**src/rtl/uf_pkg.sv**
```systemverilog
package uf_pkg;
  typedef enum logic [2:0] {
    ST_IDLE,
    ST_MERGE,
    ST_GROW,
    ST_DONE,
    ST_FAIL
  } stage_e;

  localparam int DIR_N = 0;
  localparam int DIR_E = 1;
  localparam int DIR_S = 2;
  localparam int DIR_W = 3;
endpackage

```
**src/rtl/uf_pe.sv**
```systemverilog
module uf_pe
  import uf_pkg::*;
#(
  parameter int ID_W   = 4,
  parameter int WEIGHT = 2,
  parameter int MY_ID  = 0,
  parameter bit HAS_E  = 1'b1,
  parameter bit HAS_S  = 1'b1,
  localparam int GROW_W = $clog2(WEIGHT + 1)
) (
  input  logic                 clk_i,
  input  logic                 rst_ni,
  input  logic                 clear_i,
  input  logic                 defect_i,
  input  logic                 grow_en_i,
  input  logic                 merge_en_i,
  input  logic [3:0][ID_W-1:0] nb_cid_i,
  input  logic [3:0]           nb_odd_i,
  input  logic [3:0]           nb_st_odd_i,
  input  logic [3:0]           nb_to_me_i,
  input  logic                 grown_n_i,
  input  logic                 grown_w_i,
  output logic [ID_W-1:0]      cid_o,
  output logic                 odd_o,
  output logic                 st_odd_o,
  output logic [3:0]           par_o,
  output logic                 grown_e_o,
  output logic                 grown_s_o,
  output logic                 root_odd_o,
  output logic                 busy_o
);
  localparam logic [ID_W-1:0]   OWN_ID = ID_W'(MY_ID);
  localparam logic [GROW_W-1:0] FULL   = GROW_W'(WEIGHT);

  logic [ID_W-1:0]   cid_q, cid_n, best_cid;
  logic [3:0]        par_q, par_n, best_dir, grown, edge_busy;
  logic              st_odd_q, st_odd_n, odd_q, odd_n, def_q;
  logic [GROW_W-1:0] gr_e_q, gr_s_q, gr_e_n, gr_s_n;
  logic              is_root, changed;

  function automatic logic [GROW_W-1:0] sat_add(logic [GROW_W-1:0] g, logic a, logic b);
    int s;
    s = int'(g) + int'(a) + int'(b);
    return (s >= WEIGHT) ? FULL : GROW_W'(s);
  endfunction

  assign grown[DIR_N] = grown_n_i;
  assign grown[DIR_W] = grown_w_i;
  assign grown[DIR_E] = HAS_E && (gr_e_q == FULL);
  assign grown[DIR_S] = HAS_S && (gr_s_q == FULL);

  // edge counters: only east and south edges live here (lower id end)
  assign gr_e_n = HAS_E ? sat_add(gr_e_q, odd_q, nb_odd_i[DIR_E]) : gr_e_q;
  assign gr_s_n = HAS_S ? sat_add(gr_s_q, odd_q, nb_odd_i[DIR_S]) : gr_s_q;

  always_comb begin
    best_cid = cid_q;
    best_dir = '0;
    for (int d = 0; d < 4; d++) begin
      if (grown[d] && (nb_cid_i[d] < best_cid)) begin
        best_cid    = nb_cid_i[d];
        best_dir    = '0;
        best_dir[d] = 1'b1;
      end
    end
  end

  assign is_root  = (cid_q == OWN_ID);
  assign cid_n    = best_cid;
  assign par_n    = (best_dir != '0) ? best_dir : par_q;
  assign st_odd_n = def_q ^ (^(nb_st_odd_i & nb_to_me_i & grown));
  assign odd_n    = is_root ? st_odd_q : |(nb_odd_i & par_q);

  assign changed = merge_en_i && ((cid_n != cid_q) || (par_n != par_q) ||
                                  (st_odd_n != st_odd_q) || (odd_n != odd_q));

  always_comb begin
    for (int d = 0; d < 4; d++) edge_busy[d] = grown[d] && (nb_cid_i[d] != cid_q);
  end

  always_ff @(posedge clk_i or negedge rst_ni) begin
    if (!rst_ni) begin
      cid_q    <= OWN_ID;
      par_q    <= '0;
      st_odd_q <= 1'b0;
      odd_q    <= 1'b0;
      def_q    <= 1'b0;
      gr_e_q   <= '0;
      gr_s_q   <= '0;
    end else if (clear_i) begin
      cid_q    <= OWN_ID;
      par_q    <= '0;
      st_odd_q <= defect_i;
      odd_q    <= defect_i;
      def_q    <= defect_i;
      gr_e_q   <= '0;
      gr_s_q   <= '0;
    end else begin
      if (grow_en_i) begin
        gr_e_q <= gr_e_n;
        gr_s_q <= gr_s_n;
      end
      if (merge_en_i) begin
        cid_q    <= cid_n;
        par_q    <= par_n;
        st_odd_q <= st_odd_n;
        odd_q    <= odd_n;
      end
    end
  end

  assign cid_o      = cid_q;
  assign odd_o      = odd_q;
  assign st_odd_o   = st_odd_q;
  assign par_o      = par_q;
  assign grown_e_o  = grown[DIR_E];
  assign grown_s_o  = grown[DIR_S];
  assign root_odd_o = is_root && odd_q;
  assign busy_o     = (|edge_busy) || changed;
endmodule

```
**src/rtl/uf_ctrl.sv**
```systemverilog
module uf_ctrl
  import uf_pkg::*;
#(
  parameter int CYCLE_LIMIT = 400,
  localparam int CNT_W = $clog2(CYCLE_LIMIT + 1)
) (
  input  logic clk_i,
  input  logic rst_ni,
  input  logic start_i,
  input  logic grid_busy_i,
  input  logic any_odd_i,
  output logic grow_en_o,
  output logic merge_en_o,
  output logic done_o,
  output logic error_o
);
  localparam logic [CNT_W-1:0] LAST = CNT_W'(CYCLE_LIMIT - 1);

  stage_e           stage_q;
  logic [CNT_W-1:0] cnt_q;

  always_ff @(posedge clk_i or negedge rst_ni) begin
    if (!rst_ni) begin
      stage_q <= ST_IDLE;
      cnt_q   <= '0;
    end else if (start_i) begin
      stage_q <= ST_MERGE;
      cnt_q   <= '0;
    end else begin
      unique case (stage_q)
        ST_MERGE: begin
          if (cnt_q == LAST) stage_q <= ST_FAIL;
          else begin
            cnt_q <= cnt_q + 1'b1;
            if (!grid_busy_i) stage_q <= any_odd_i ? ST_GROW : ST_DONE;
          end
        end
        ST_GROW: begin
          if (cnt_q == LAST) stage_q <= ST_FAIL;
          else begin
            cnt_q   <= cnt_q + 1'b1;
            stage_q <= ST_MERGE;
          end
        end
        default: ;
      endcase
    end
  end

  assign merge_en_o = (stage_q == ST_MERGE);
  assign grow_en_o  = (stage_q == ST_GROW);
  assign done_o     = (stage_q == ST_DONE);
  assign error_o    = (stage_q == ST_FAIL);
endmodule

```
**src/rtl/uf_grid_decoder.sv**
```systemverilog
module uf_grid_decoder
  import uf_pkg::*;
#(
  parameter int ROWS        = 3,
  parameter int COLS        = 3,
  parameter int WEIGHT      = 2,
  parameter int CYCLE_LIMIT = 400,
  localparam int N_PE = ROWS * COLS,
  localparam int ID_W = (N_PE > 1) ? $clog2(N_PE) : 1
) (
  input  logic                 clk_i,
  input  logic                 rst_ni,
  input  logic                 start_i,
  input  logic [N_PE-1:0]      defect_i,
  output logic                 busy_o,
  output logic                 done_o,
  output logic                 error_o,
  output logic [N_PE*ID_W-1:0] cid_o
);
  logic [N_PE-1:0][ID_W-1:0] cid_v;
  logic [N_PE-1:0][3:0]      par_v;
  logic [N_PE-1:0]           odd_v, st_v, ge_v, gs_v, root_odd_v, busy_v;
  logic                      grow_en, merge_en, grid_busy;

  for (genvar r = 0; r < ROWS; r++) begin : g_row
    for (genvar c = 0; c < COLS; c++) begin : g_col
      localparam int K = r * COLS + c;
      logic [3:0][ID_W-1:0] nb_cid;
      logic [3:0]           nb_odd, nb_st, nb_to_me;
      logic                 gn, gw;

      if (r > 0) begin : g_n
        assign nb_cid[DIR_N]   = cid_v[K-COLS];
        assign nb_odd[DIR_N]   = odd_v[K-COLS];
        assign nb_st[DIR_N]    = st_v[K-COLS];
        assign nb_to_me[DIR_N] = par_v[K-COLS][DIR_S];
        assign gn              = gs_v[K-COLS];
      end else begin : g_nn
        assign nb_cid[DIR_N]   = '0;
        assign nb_odd[DIR_N]   = 1'b0;
        assign nb_st[DIR_N]    = 1'b0;
        assign nb_to_me[DIR_N] = 1'b0;
        assign gn              = 1'b0;
      end
      if (r < ROWS - 1) begin : g_s
        assign nb_cid[DIR_S]   = cid_v[K+COLS];
        assign nb_odd[DIR_S]   = odd_v[K+COLS];
        assign nb_st[DIR_S]    = st_v[K+COLS];
        assign nb_to_me[DIR_S] = par_v[K+COLS][DIR_N];
      end else begin : g_ns
        assign nb_cid[DIR_S]   = '0;
        assign nb_odd[DIR_S]   = 1'b0;
        assign nb_st[DIR_S]    = 1'b0;
        assign nb_to_me[DIR_S] = 1'b0;
      end
      if (c > 0) begin : g_w
        assign nb_cid[DIR_W]   = cid_v[K-1];
        assign nb_odd[DIR_W]   = odd_v[K-1];
        assign nb_st[DIR_W]    = st_v[K-1];
        assign nb_to_me[DIR_W] = par_v[K-1][DIR_E];
        assign gw              = ge_v[K-1];
      end else begin : g_nw
        assign nb_cid[DIR_W]   = '0;
        assign nb_odd[DIR_W]   = 1'b0;
        assign nb_st[DIR_W]    = 1'b0;
        assign nb_to_me[DIR_W] = 1'b0;
        assign gw              = 1'b0;
      end
      if (c < COLS - 1) begin : g_e
        assign nb_cid[DIR_E]   = cid_v[K+1];
        assign nb_odd[DIR_E]   = odd_v[K+1];
        assign nb_st[DIR_E]    = st_v[K+1];
        assign nb_to_me[DIR_E] = par_v[K+1][DIR_W];
      end else begin : g_ne
        assign nb_cid[DIR_E]   = '0;
        assign nb_odd[DIR_E]   = 1'b0;
        assign nb_st[DIR_E]    = 1'b0;
        assign nb_to_me[DIR_E] = 1'b0;
      end

      uf_pe #(
        .ID_W  (ID_W),
        .WEIGHT(WEIGHT),
        .MY_ID (K),
        .HAS_E (c < COLS - 1),
        .HAS_S (r < ROWS - 1)
      ) i_pe (
        .clk_i      (clk_i),
        .rst_ni     (rst_ni),
        .clear_i    (start_i),
        .defect_i   (defect_i[K]),
        .grow_en_i  (grow_en),
        .merge_en_i (merge_en),
        .nb_cid_i   (nb_cid),
        .nb_odd_i   (nb_odd),
        .nb_st_odd_i(nb_st),
        .nb_to_me_i (nb_to_me),
        .grown_n_i  (gn),
        .grown_w_i  (gw),
        .cid_o      (cid_v[K]),
        .odd_o      (odd_v[K]),
        .st_odd_o   (st_v[K]),
        .par_o      (par_v[K]),
        .grown_e_o  (ge_v[K]),
        .grown_s_o  (gs_v[K]),
        .root_odd_o (root_odd_v[K]),
        .busy_o     (busy_v[K])
      );
    end
  end

  assign grid_busy = |busy_v;

  uf_ctrl #(
    .CYCLE_LIMIT(CYCLE_LIMIT)
  ) i_ctrl (
    .clk_i      (clk_i),
    .rst_ni     (rst_ni),
    .start_i    (start_i),
    .grid_busy_i(grid_busy),
    .any_odd_i  (|root_odd_v),
    .grow_en_o  (grow_en),
    .merge_en_o (merge_en),
    .done_o     (done_o),
    .error_o    (error_o)
  );

  assign busy_o = grid_busy;
  assign cid_o  = cid_v;
endmodule

```
**config.mk**
```make
export PLATFORM = sky130hd
export DESIGN_NAME = uf_grid_decoder
export DESIGN_NICKNAME = d
export VERILOG_FILES = /design/src/rtl/uf_pkg.sv /design/src/rtl/uf_pe.sv /design/src/rtl/uf_ctrl.sv /design/src/rtl/uf_grid_decoder.sv
export SDC_FILE = /design/constraint.sdc
export NUM_CORES = 1
export LEC_CHECK = 0
export BUFFER_PORTS_ARGS = -buffer_cell sky130_fd_sc_hd__clkbuf_2
export CAP_MARGIN = 5
export CELL_PAD_IN_SITES_DETAIL_PLACEMENT = 1
export CELL_PAD_IN_SITES_GLOBAL_PLACEMENT = 2
export CORE_MARGIN = 2
export CORE_UTILIZATION = 42
export CTS_CLUSTER_DIAMETER = 150
export DETAILED_ROUTE_END_ITERATION = 7
export PLACE_DENSITY = 0.88
export RECOVER_POWER = 100
export SKIP_LAST_GASP = 1
export SLEW_MARGIN = 30
export SYNTH_ARGS = -nofsm -noshare
export SYNTH_HDL_FRONTEND = slang
export SYNTH_SLANG_ARGS = --single-unit
```
**constraint.sdc**
```tcl
create_clock -name clk_i -period 16.65 [get_ports clk_i]
set_clock_uncertainty 0.15 [all_clocks]
set_input_delay 3.33 -clock clk_i [delete_from_list [all_inputs] [get_ports clk_i]]
set_output_delay 3.33 -clock clk_i [all_outputs]
set_load 0.02 [all_outputs]
```
# --- After elaboration in Yosys (flattened, before gate mapping) ---
# Cells that the tools add are included.
word_totals:
  reg_bits: 135
  in_bits: 12
  output_inout_bits: 39
op_classes:
  n_addsub: 25
  order_cmp: 36
  eq_ne: 87
  muxes: 183
  bitwise_logic: 36
  n_reduce_logical: 148
ops:
  columns: ["operator", "count"]
  rows:
  - ["$add 32x2->32", 12]
  - ["$ge 32x3->1 const B", 12]
  - ["$mux 4", 82]
  - ["$ne 4x4->1", 42]
  - ["$lt 4x4->1", 24]
  - ["$mux 2", 38]
  - ["$and 4x4->4", 18]
  - ["$logic_and 1x1->1", 66]
  - ["$mux 1", 52]
  - ["$reduce_or 4->1", 10]
  - ["$add 2x1->3", 12]
  - ["$logic_or 1x1->1", 36]
  - ["$reduce_bool 4->1", 9]
  - ["$reduce_xor 4->1", 9]
  - ["$mux 9", 3]
  - ["$eq 2x2->1 const B", 12]
  - ["$mux 3", 7]
  - ["$ne 1x1->1", 18]
  - ["$reduce_or 9->1", 2]
  - ["$eq 4x3->1 const B", 4]
  - ["$reduce_or 3->1", 4]
  - ["$reduce_or 2->1", 5]
  - ["$add 9x1->9 const B", 1]
  - ["$eq 9x9->1 const B", 1]
  - ["other kinds (20)", 36]

# --- Longest topological paths before layout ---
depth:
  word_depth: 25
  ltp_mapped: 32
  mapped_depth_nobuf: 30

# --- Modules after synthesis ---
# From an unflattened synthesis, not the netlist that was laid out.
hier_totals:
  cells_unflattened: 1925
  area_unflattened_um2: 15793.9
by_module_without_submodules:
  columns: ["mod", "n_inst", "cells_per_inst", "area_each_um2", "seq_area_each_um2"]
  rows:
  - ["uf_pe at g_row[0].g_col[1].i_pe", 1, 244, 1978.1, 376.6]
  - ["uf_pe at g_row[1].g_col[0].i_pe", 1, 246, 1976.9, 377.9]
  - ["uf_pe at g_row[0].g_col[0].i_pe", 1, 227, 1866.8, 375.4]
  - ["uf_pe at g_row[1].g_col[1].i_pe", 1, 223, 1855.5, 376.6]
  - ["uf_pe at g_row[2].g_col[0].i_pe", 1, 206, 1641.6, 327.8]
  - ["uf_pe at g_row[2].g_col[1].i_pe", 1, 188, 1587.8, 329.1]
  - ["uf_pe at g_row[0].g_col[2].i_pe", 1, 191, 1532.7, 326.6]
  - ["uf_pe at g_row[1].g_col[2].i_pe", 1, 181, 1507.7, 327.8]
  - ["uf_pe at g_row[2].g_col[2].i_pe", 1, 134, 1068.5, 276.5]
  - ["uf_ctrl", 1, 76, 734.5, 300.3]
  - ["uf_grid_decoder", 1, 9, 43.8, 0.0]

# --- Least setup slack after synthesis ---
# OpenSTA, ideal clock, no wires.
synth_timing:
  path_kind: "reg-to-output"
  startpoint: "register g_row[1].g_col[1].i_pe.cid_q[1]"
  endpoint: "output busy_o"
  arrival_time_ns: 6.745
  required_time_ns: 13.170
  path_slack_ns: 6.425
  path_stages_with_launch: 30
  path_buffers: 2
  path_cell_list: "dfrtp_1 -> buf_2 -> inv_1 -> ha_1 -> nor2b_1 -> o211a_1 -> nor2_1 -> a21oi_1 -> ha_1 -> or3b_1 -> a41oi_1 -> nand2_1 -> clkbuf_1 -> o211ai_1 -> o21ai_0 -> ha_1 -> or2_2 -> nand2_1 -> nor4_1 -> nor2_1 -> o31ai_1 -> mux2_2 -> ha_1 -> a211o_1 -> a31oi_1 -> or2_2 -> a21oi_1 -> or4b_4 -> nor4_1 -> o21ai_1"
synth_between:
  elab_chain_cells: 21
  elab_cells_between_ends: 118
  cone_classes: "order compare: 12; eq/ne: 20; mux: 30; reduce/logical: 56"
synth_lines:
  columns: ["item", "line_no", "rtl"]
  rows:
  - ["start: declaration", "uf_pe.sv:35", "logic [ID_W-1:0] cid_q, cid_n, best_cid;"]
  - ["start signal: assignment", "uf_pe.sv:104", "cid_q <= cid_n;"]
  - ["$lt 4x4->1", "uf_pe.sv:60", "if (grown[d] && (nb_cid_i[d] < best_cid)) begin"]
  - ["$logic_and 1x1->1", "uf_pe.sv:60", null]
  - ["$mux 4", "uf_pe.sv:60", null]
  - ["$lt 4x4->1", "uf_pe.sv:60", null]
  - ["$logic_and 1x1->1", "uf_pe.sv:60", null]
  - ["$mux 4", "uf_pe.sv:60", null]
  - ["$lt 4x4->1", "uf_pe.sv:60", null]
  - ["$logic_and 1x1->1", "uf_pe.sv:60", null]
  - ["[4 not listed]", null, null]
  - ["$reduce_bool 4->1", "uf_pe.sv:70", "assign par_n = (best_dir != '0) ? best_dir : par_q;"]
  - ["$mux 4", "uf_pe.sv:70", null]
  - ["$ne 4x4->1", "uf_pe.sv:74", "assign changed = merge_en_i && ((cid_n != cid_q) || (par_n != par_q) ||"]
  - ["$logic_or 1x1->1 (2 in series)", "uf_pe.sv:74", null]
  - ["$logic_or 1x1->1", "uf_pe.sv:75", "(st_odd_n != st_odd_q) || (odd_n != odd_q));"]
  - ["$logic_and 1x1->1", "uf_pe.sv:74", null]
  - ["$logic_or 1x1->1", "uf_pe.sv:119", "assign busy_o = (|edge_busy) || changed;"]
  - ["$reduce_or 9->1 (*)", "uf_grid_decoder.sv:112", "assign grid_busy = |busy_v;"]
  - ["end: declaration", "uf_grid_decoder.sv:15", "output logic busy_o,"]
# Mark *: on every way between the ends. The rest lies on a longest branch, timed or not.

# --- Worst setup path in the final report ---
layout_timing:
  startpoint: "register g_row[1].g_col[2].i_pe.cid_q[2]"
  endpoint: "output busy_o"
layout_between:
  elab_chain_cells: 18
  elab_cells_between_ends: 96
  cone_classes: "order compare: 10; eq/ne: 16; mux: 25; reduce/logical: 45"
layout_lines:
  columns: ["item", "line_no"]
  rows:
  - ["start: declaration", "uf_pe.sv:35"]
  - ["start signal: assignment", "uf_pe.sv:104"]
  - ["$lt 4x4->1", "uf_pe.sv:60"]
  - ["$logic_and 1x1->1", "uf_pe.sv:60"]
  - ["$mux 4", "uf_pe.sv:60"]
  - ["$lt 4x4->1", "uf_pe.sv:60"]
  - ["$logic_and 1x1->1", "uf_pe.sv:60"]
  - ["$mux 4", "uf_pe.sv:60"]
  - ["$lt 4x4->1", "uf_pe.sv:60"]
  - ["$logic_and 1x1->1", "uf_pe.sv:60"]
  - ["$mux 4", "uf_pe.sv:60"]
  - ["$reduce_bool 4->1", "uf_pe.sv:70"]
  - ["$mux 4", "uf_pe.sv:70"]
  - ["$ne 4x4->1", "uf_pe.sv:74"]
  - ["$logic_or 1x1->1 (2 in series)", "uf_pe.sv:74"]
  - ["$logic_or 1x1->1", "uf_pe.sv:75"]
  - ["$logic_and 1x1->1", "uf_pe.sv:74"]
  - ["$logic_or 1x1->1", "uf_pe.sv:119"]
  - ["$reduce_or 9->1 (*)", "uf_grid_decoder.sv:112"]
# Marks and branches as above.

==> flow_metrics.tcl <==
set metrics [dict create \
    outcome "complete, but fails checks" \
    failed_checks "max-capacitance violations, max-slew violations" \
    syn_avg_cell_area_um2 8.37 \
    whs_ns 0.343 \
    synth-seq-area-share 0.269 \
    synth-edff-count 0 \
    place_area_mm2 0.0131 \
    drt-met1-wl_um 22500 \
    ys_top_cells_by_area "dfrtp_1 24%, ha_1 9.8%, a21oi_1 5.3%, nor2_1 5.0%, xnor2_1 4.1%" \
    track_usage 0.333 \
    slew_viol_final 287 \
    nNetsFinal 1627 \
    cp_slowest_stage_delay_ns 1.00 \
    setup.worst_path.end_class "output port" \
    drt-wirelength-per-cell_um 27.0 \
    final-hold-violation-count 0 \
    p_leak_uw 0.00572 \
    clkSinkCount 135 \
    first_global_vias 12636 \
    crit_family "simple AND/OR/NAND/NOR gates" \
    dr.pass1.iters 6 \
    die_area_mm2 0.0315 \
    layout-drive-gt1-share 0.0864 \
    post-synth-top-area-fraction 0.242 \
    cts_tree "built" \
    drc_errors 0 \
    syn2layout_area_growth_pct 7.35 \
    fill_cells 3609 \
    synthArstFlopShare 1.00 \
    die_h_um 177 \
    fin_util 0.458 \
    power.density_mw_per_mm2 59.4 \
    setup_tns_ns 0 \
    wl_um 51600 \
    ctsHoldBuffers 0 \
    ctsHtreeMaxLevel 4 \
    routed-wl-met3_um 3570 \
    syn_area_mm2 0.0126 \
    synthFlopType "dfrtp_1" \
    max_freq_mhz 73.0 \
    synthesis.nets 1633 \
    cts_root_buf "clkbuf_16" \
    vdd_drop_max_v 0.0000673 \
    synth_warnings 0 \
    period_share 0.823 \
    hold_path.class "flop to flop" \
    synth.distinct_cells 111 \
    top_layer "met5" \
    tightest_slew_ns 4.88 \
    clk_latency_ns 0.45 \
    synth_common_cells "168 x nor2_1, 134 x a21oi_1, 122 x dfrtp_1" \
    critPathLaunchType "flop" \
    critPathBufInv 3 \
    grt_overflow 0 \
    vias_per_cell 6.59 \
    core_area_mm2 0.0296 \
    place_congestion 1.02 \
    wl_met2_um 23300 \
    drt_iter0_drc 1066 \
    grt_pass1_wl_um 78600 \
    numCtsBuffers 17 \
    period_needed_ns 13.71 \
    io_pins 51 \
    ys_seq_elements 135 \
    yosysMostFrequentCell "nor2_1" \
    ctsResizeCount 0 \
    final_area_mm2 0.0136 \
    rsz0062_at_grt "no" \
    yosys.area.top_type "dfrtp_1" \
    io_buffers 50 \
    path_clk_slew_ns 0.06 \
    fp.dieW_um 177 \
    cpMaxStageDelayCell "dfstp_1" \
    syn_inst 1510 \
    required_ns 13.17 \
    setup_viol 0 \
    rows 63 \
    clock_path_buffers 2 \
    maxCapViolations 5 \
    critical_path_arrival_ns 10.23 \
    worst_path_most_repeated_cell "ha_1" \
    maxSlewHeadroom -2.25 \
    vias 12561 \
    critPathKind "flop to output port" \
    antenna_found_initial 2 \
    dp_hpwl_um 37800 \
    grt_max_degree 89 \
    crit_fanout 14 \
    r2r_slack_ns 6.07 \
    drt.antenna.violating_nets 0 \
    postCtsSetupBuffers 0 \
    start_util 0.426 \
]
==> cells in the final DEF (no fill, tap or decap), drive strengths merged, types with 13 or more instances in the layout <==
cell type    n
dfrtp      122
dfstp       13
mux2i       31
and2        19
nand2      119
xor2        30
ha          99
nor3        26
nand4b      17
nand2b      17
a22oi       14
nor2b       22
and3        13
a31oi       17
a211o       13
nor2       168
o21ai       80
inv         64
nand3       51
mux2        17
a21oi      135
nor4        14
clkbuf      75
a211oi      42
o211ai      25
xnor2       59
==> routing by layer <==
layer,up-vias,global-route usage
met3,130,0.0686
met4,2,0.142
met2,484,0.522
li1,5555,-
met1,6390,0.445
met5,-,0
==> state kept, by name, summed over array words and instances (netlist names) <==
signal and count:
i_ctrl.stage_q 3, g_row.g_col.i_pe.cid_o 36, g_row.g_col.i_pe.def_q 9, g_row.g_col.i_pe.odd_o 9
g_row.g_col.i_pe.gr_s_q 12, i_ctrl.cnt_q 9, g_row.g_col.i_pe.st_odd_o 9, g_row.g_col.i_pe.par_o 36
g_row.g_col.i_pe.gr_e_q 12
==> final cells by class <==
| class | instances | area, µm² | area share |
|---|---|---|---|
| clock buffer | 18 | 439 | 0.0324 |
| sequential | 135 | 3390 | 0.250 |
| inverter | 60 | 225 | 0.0166 |
| timing repair buffer | 62 | 290 | 0.0214 |
| tap | 390 | 488 | 0.0360 |
| antenna | 1 | 2.50 | 0.000184 |
| multi-input combinational | 1228 | 8580 | 0.633 |
| clock inverter | 13 | 144 | 0.0106 |
==> where the power goes <==
group | switching (µW) | internal [µW]
Clock | 168 | 225
Sequential | 13.6 | 335
Combinational | 41.6 | 23.5
==> worst paths after layout <==
check                                                       startpoint                                          end  cells after the start
setup / recovery           g_row[1].g_col[2].i_pe.cid_o[2]$_DFFE_PN1P_                                       busy_o                     26
hold / removal             g_row[2].g_col[0].i_pe.par_o[2]$_DFFE_PN0P_  g_row[2].g_col[0].i_pe.par_o[2]$_DFFE_PN0P_                      1
setup reg to reg           g_row[1].g_col[2].i_pe.cid_o[2]$_DFFE_PN1P_                i_ctrl.stage_q[0]$_DFFE_PN0P_                     25
hold reg to reg            g_row[2].g_col[0].i_pe.par_o[2]$_DFFE_PN0P_  g_row[2].g_col[0].i_pe.par_o[2]$_DFFE_PN0P_                      1
max in group asynchronous                                       rst_ni  g_row[1].g_col[1].i_pe.cid_o[0]$_DFFE_PN0P_                      2
min in group asynchronous                                       rst_ni     g_row[0].g_col[0].i_pe.def_q$_DFFE_PN0P_                      1
==> per-stage QoR <==
step	total power, µW	worst slack [ns]	cells
2_1_floorplan	388	6.43	1510
3_3_place_gp	417	5.03	1875
3_5_place_dp	419	4.96	1875
4_1_cts	815	4.45	1906
5_1_grt	835	2.54	1906
6_report	806	2.94	1907
==> kinds of logic after synthesis <==
group / count (synthesis) / synth area share
and+or+nand+nor: 525 / 0.213
AOI/OAI and AO/OA: 451 / 0.246
buffers and inverters: 147 / 0.0483
DFF: 135 / 0.269
adders and majority gates: 113 / 0.119
xor gates and xnor gates: 91 / 0.0653
muxes: 48 / 0.0407
Power figures use the tool's default switching activity.
